==> config.mk <==
export PLATFORM = sky130hd
export DESIGN_NAME = irq_two_level
export DESIGN_NICKNAME = d
export VERILOG_FILES = /design/src/rtl/irq_two_level_pkg.sv /design/src/rtl/irq_reg_ctrl.sv /design/src/rtl/irq_reg_datapath.sv /design/src/rtl/irq_two_level.sv
export SDC_FILE = /design/constraint.sdc
export NUM_CORES = 1
export LEC_CHECK = 0
export ABC_AREA = 1
export BUFFER_PORTS_ARGS = -buffer_cell sky130_fd_sc_hd__buf_2
export CORE_MARGIN = 5
export CORE_UTILIZATION = 40
export DETAILED_ROUTE_END_ITERATION = 7
export PLACE_DENSITY = 0.75
export SLEW_MARGIN = 20
export SYNTH_ARGS = -nofsm -noshare
export SYNTH_HDL_FRONTEND = slang
export SYNTH_SLANG_ARGS = --single-unit
==> constraint.sdc <==
create_clock -name clk -period 0.85 [get_ports clk]
set_input_delay 0 -clock clk [delete_from_list [all_inputs] [get_ports clk]]
set_output_delay 0 -clock clk [all_outputs]
set_load 0.05 [all_outputs]
==> src/rtl/irq_two_level_pkg.sv <==
package irq_two_level_pkg;
  parameter int ADDR_W = 8;
  parameter int DATA_W = 8;

  localparam logic [ADDR_W-1:0] ADDR_BLK   = 8'h04;
  localparam logic [ADDR_W-1:0] ADDR_TXSRC = 8'h34;
  localparam logic [ADDR_W-1:0] ADDR_SEC   = 8'h05;

  localparam int BIT_RX_EN  = 7;
  localparam int BIT_TX_EN  = 1;
  localparam int BIT_SEC_EN = 0;
  localparam int BIT_SRC_EN = 1;
  localparam int BIT_STAT   = 0;

  localparam logic [DATA_W-1:0] BLK_MASK =
    DATA_W'((1 << BIT_RX_EN) | (1 << BIT_TX_EN) | (1 << BIT_SEC_EN));
  localparam logic [DATA_W-1:0] SRC_MASK = DATA_W'(1 << BIT_SRC_EN);

  typedef struct packed {
    logic wrBlk;
    logic wrTxSrc;
    logic rdAny;
    logic rdBlk;
    logic rdTxSrc;
    logic rdSec;
  } strobeT;
endpackage

==> src/rtl/irq_reg_ctrl.sv <==
module irq_reg_ctrl
  import irq_two_level_pkg::*;
(
  input  logic [ADDR_W-1:0] addr,
  input  logic              wrEn,
  input  logic              rdEn,
  output strobeT            stb
);
  logic hitBlk, hitTx, hitSec;

  always_comb begin
    hitBlk      = (addr == ADDR_BLK);
    hitTx       = (addr == ADDR_TXSRC);
    hitSec      = (addr == ADDR_SEC);
    stb.wrBlk   = wrEn & hitBlk;
    stb.wrTxSrc = wrEn & hitTx;
    stb.rdAny   = rdEn;
    stb.rdBlk   = rdEn & hitBlk;
    stb.rdTxSrc = rdEn & hitTx;
    stb.rdSec   = rdEn & hitSec;
  end
endmodule

==> src/rtl/irq_reg_datapath.sv <==
module irq_reg_datapath
  import irq_two_level_pkg::*;
(
  input  logic              clk,
  input  logic              rstN,
  input  strobeT            stb,
  input  logic [DATA_W-1:0] wrData,
  input  logic              txDoneEvt,
  input  logic              secEvt,
  input  logic              rxReq,
  output logic [DATA_W-1:0] blkEn,
  output logic [DATA_W-1:0] txCfg,
  output logic              txStat,
  output logic              secStat,
  output logic [DATA_W-1:0] rdData,
  output logic              irqOut
);
  logic [DATA_W-1:0] rdMux;
  logic txPend, rxPend, secPend;

  always_ff @(posedge clk) begin
    if (!rstN) begin
      blkEn   <= '0;
      txCfg   <= '0;
      txStat  <= 1'b0;
      secStat <= 1'b0;
      rdData  <= '0;
    end else begin
      if (stb.wrBlk)   blkEn <= wrData & BLK_MASK;
      if (stb.wrTxSrc) txCfg <= wrData & SRC_MASK;
      // an event in the same cycle as the clearing read wins
      txStat  <= txDoneEvt | (txStat & ~stb.rdTxSrc);
      secStat <= secEvt | (secStat & ~stb.rdSec);
      if (stb.rdAny) rdData <= rdMux;
    end
  end

  always_comb begin
    rdMux = '0;
    if (stb.rdBlk) rdMux = blkEn;
    if (stb.rdTxSrc) begin
      rdMux = txCfg;
      rdMux[BIT_STAT] = txStat;
    end
    if (stb.rdSec) rdMux[BIT_STAT] = secStat;
  end

  always_comb begin
    txPend  = blkEn[BIT_TX_EN] & txCfg[BIT_SRC_EN] & txStat;
    rxPend  = blkEn[BIT_RX_EN] & rxReq;
    secPend = blkEn[BIT_SEC_EN] & secStat;
    irqOut  = txPend | rxPend | secPend;
  end
endmodule

==> src/rtl/irq_two_level.sv <==
module irq_two_level
  import irq_two_level_pkg::*;
(
  input  logic              clk,
  input  logic              rstN,
  input  logic [ADDR_W-1:0] addr,
  input  logic [DATA_W-1:0] wrData,
  input  logic              wrEn,
  input  logic              rdEn,
  output logic [DATA_W-1:0] rdData,
  input  logic              txDoneEvt,
  input  logic              secEvt,
  input  logic              rxReq,
  output logic              irqOut
);
  strobeT            stb;
  logic [DATA_W-1:0] blkEn;
  logic [DATA_W-1:0] txCfg;
  logic              txStat;
  logic              secStat;

  irq_reg_ctrl i_ctrl (
    .addr (addr),
    .wrEn (wrEn),
    .rdEn (rdEn),
    .stb  (stb)
  );

  irq_reg_datapath i_dp (
    .clk       (clk),
    .rstN      (rstN),
    .stb       (stb),
    .wrData    (wrData),
    .txDoneEvt (txDoneEvt),
    .secEvt    (secEvt),
    .rxReq     (rxReq),
    .blkEn     (blkEn),
    .txCfg     (txCfg),
    .txStat    (txStat),
    .secStat   (secStat),
    .rdData    (rdData),
    .irqOut    (irqOut)
  );
endmodule

# Yosys cells after proc, flatten, opt, wreduce, memory -nomap -nowiden
# Cells that the tools add are included.
[word_totals]
ff_bits = 14
memories = 0
wordCells = 28
ram_bits = 0
inputBits = 23
romBits = 0
latchBits = 0
[op_classes]
n_eq_ne = 3
shifts = 0
n_bitwise = 17
n_div = 0
n_lt_le_gt_ge = 0
add_sub_neg = 0
reduce_logical = 0
mul = 0
muxes = 3
[op_table]
columns = ["cell", "count"]
rows = [
  ["$eq A8 B3 Y1 const B", 2],
  ["$mux W8", 2],
  ["$and A1 B1 Y1", 11],
  ["$eq A8 B6 Y1 const B", 1],
  ["$or A1 B1 Y1", 4],
  ["$not A1 Y1", 2],
  ["$mux W1", 1],
]

# Depth between registers and ports, before layout
[logic_depth]
ltp_word = 5
depth_mapped = 8

# Modules after synthesis
# A second synthesis with hierarchy kept.
[hier_totals]
hier_cells = 95
hier_area_um2 = 639.4
[by_module_without_submodules]
columns = ["mod", "instances", "seq_area_each_um2", "area_each_um2", "cells_per_inst"]
rows = [
  ["irq_reg_datapath", 1, 180.2, 490.5, 66],
  ["irq_reg_ctrl", 1, 0.0, 148.9, 29],
]

# Least setup slack after synthesis
# OpenSTA, ideal clock, no wires.
[synth_path]
kind = "register to output"
from = "register i_dp.blkEn[0]"
to = "output port irqOut"
stages_incl_launch_ff = 3
arrival_time_ps = 1149
slack_ps = -299
path_cell_list = "dfxtp_1 -> inv_1 -> o211ai_1"
[synth_between]
elab_chain_cells = 2
[synth_lines]
columns = ["item", "line", "source"]
rows = [
  ["start, declared", "irq_reg_datapath.sv:11", "output logic [DATA_W-1:0] blkEn,"],
  ["start signal, assigned", "irq_reg_datapath.sv:29", "if (stb.wrBlk) blkEn <= wrData & BLK_MASK;"],
  ["$and A1 B1 Y1", "irq_reg_datapath.sv:51", "secPend = blkEn[BIT_SEC_EN] & secStat;"],
  ["$or A1 B1 Y1", "irq_reg_datapath.sv:52", "irqOut = txPend | rxPend | secPend;"],
  ["end, declared", "irq_two_level.sv:14", "output logic irqOut"],
]
# Every way passes these cells.

# Worst setup path in the final report
# Same ends and word-level chain as after synthesis.

==> results.cfg <==
[critical_path]
cp-endpoint = irqOut
r2r_slack_ns = 0.06
worst_r2r_endpoint = i_dp.rdData[1]
critPathSlowestCell = dfxtp_2
slowest_delay_ns = 0.33
reg2reg_from = i_dp.txCfg[1]
cp-startpoint = i_dp.blkEn[0]
cp_data_arrival_time_ns = 1.03
critPathLaunchType = flop
critPathRequiredTime_ns = 0.85
reg2regPathDepth = 5
path_cells = inv_2 > o211ai_1 > buf_4
worstSetupPathType = flop to primary output
path_max_fanout = 2
crit_path_end_kind = primary output

[drt]
postRouteAntennaNets = 0
num_vias = 538
vias_per_cell = 4.48
dr.first_iter.drc_count = 8
dr.pass1.iters = 4
wl_per_cell_um = 9.98
wl_um = 1200
drc = 0

[global_route]
antenna_found_initial = 0
grtUsageTotal_pct = 13.6
grt_max_degree = 12
grt.overflow.total = 0
grt_pass1_wl_um = 2090
grt_pass1_vias = 530

[place]
placed_cells = 111
hpwl_um = 977
portBuffers = 21
place.gp.congestion = 0.870

[sta]
min_period_over_period_pct = 121
setup_viol_count_final = 1
fin_ws_ns = -0.180
min_period_ns = 1.03
clock_skew_ns = 0.000320
drv_slew = 0
rsz0062_at_grt = yes
totalNegativeSetupSlack_ns = -0.180
hold_viol_final = 0
fmax_mhz = 971

[cells_and_area]
n_antenna_cell = 0
layout.nets = 129
instances_no_fill = 120
area.growth.synth_to_final_pct = 36.7
drive_gt1_share_pct = 41.0

[clock_network]
path_clk_slew_ns = 0.06
cts_buffers = 3
clk_latency_ns = 0.26
cts.path.max_buffers = 2
htreeDepth = 1
clock_sinks = 9
tritoncts = yes
cts-root-buf = clkbuf_4

[synthesis]
ys_ff_latch = 9
syn_avg_cell_area_um2 = 7.00
synth_cell_types = 18
synth_top_area_cell = dfxtp_1
synth-main-ff-cell = dfxtp_1
synth_edf_count = 0
synth-async-reset-ratio_pct = 0
synthTopCellsByCount = nor2_1, nand2_1, dfxtp_1, inv_1, nand3_1
ys.warnings.count = 0
synth_area_leaders = dfxtp_1, nor2_1, nand2_1, nand3_1, buf_4
syn_inst = 76
yosysSeqAreaShare_pct = 33.9
yosysMostFrequentCell = nor2_1
yosysTopAreaCellShare_pct = 33.9
synth_area_um2 = 532

[run_status]
violations = setup timing
status = finished with violations

[hold_path]
hold_depth = 3
min_path_type = input port to flop
min-delay-start = wrData[1]

[power]
p_per_area_nw_per_um2 = 1280
ir_drop_v = 0.000668
p_leak_nw = 0.331

[floorplanning]
core-area_um2 = 1280
start_util_pct = 41.4
die_area_um2 = 2160
row_count = 13
die_h_um = 46.5
io_pins = 32
fp.dieW_um = 46.5

[run]
cap_violations = 0
## repair_timing
item | in CTS | in global routing
pin swaps | 1 | 0
hold buffers | 4 | 0
resized for setup | 4 | 3
endpoints found under the setup margin | 1 | 4
buffers inserted | 1 | 0
hold endpoints to repair | 4 | 0
## routing by layer
metal | GRT usage [%] | up-vias | part of all wire (%)
met5 | 0 | - | 0
met4 | 8.52 | 0 | 0.92
met3 | 3.52 | 2 | 8.7
met2 | 22.8 | 13 | 48
met1 | 14.9 | 236 | 42
li1 | - | 287 | -
## cell families after synthesis
logic type             count (synthesis)  synth area share, %
other                                  1                0.705
AOI/OAI and AO/OA                     10                 10.4
DFF                                    9                 33.9
and+or+nand+nor                       40                 40.0
buffers and inverters                 16                 15.1
## how the worst min path moves through the flow
stage	to	slack, ns
final	i_dp.blkEn[1]	0.008
after global routing	i_dp.blkEn[0]	0.03
after CTS	i_dp.blkEn[1]	0.009
after detailed placement	i_dp.txStat	0.21
after global placement	i_dp.txStat	0.21
after floorplan	i_dp.rdData[1]	0.1
## layout by cell type (no fill, tap or decap), drive strengths merged
master and n:
buf 20, nand3 9, dfxtp 9, a21oi 5, o21ai 3, conb 5
dlygate4sd3 4, nor3b 1, inv 10, clkbuf 7, nand2 13, nor2 17
o211ai 2
## critical path: cells and delay by family (launching register included)
kind | cells | cell delay, ns
AO/OA/AOI/OAI | 1 | 0.17
buffers and inverters | 2 | 0.27
flip-flops | 1 | 0.33
## report_power, final
group	internal (mW)	switching (mW)	total [mW]
logic	0.0575	0.106	0.164
clock network	0.181	0.150	0.331
registers	0.430	0.00602	0.436
## state kept, by name, summed over array words and instances (netlist names)
signal,cells
i_dp.txStat,1
i_dp.txCfg,1
i_dp.rdData,3
i_dp.blkEn,3
i_dp.secStat,1
## area by class of cell
cell class | instances | area (µm²)
tap | 15 | 18.8
sequential | 9 | 188
timing repair buffer | 27 | 170
multi-input combinational | 55 | 287
fill | 126 | 558
clock buffer | 4 | 26.3
inverter | 10 | 37.5
## through the flow
| stage | util, % | power (mW) | cell area, µm² | hold slack, ns | setup WS [ns] |
|---|---|---|---|---|---|
| finish | 56.6 | 0.931 | 727 | 0.00793 | -0.180 |
| global route | 56.6 | 0.981 | 727 | 0.0312 | -0.254 |
| CTS | 56.0 | 0.944 | 719 | 0.00901 | -0.185 |
| detailed placement | 49.9 | 0.595 | 641 | 0.214 | -0.0460 |
| global placement | 49.9 | 0.591 | 641 | 0.206 | -0.000952 |
| floorplan | - | 0.558 | 552 | 0.0976 | -0.291 |
No activity file was read; power rests on OpenSTA's default activity.
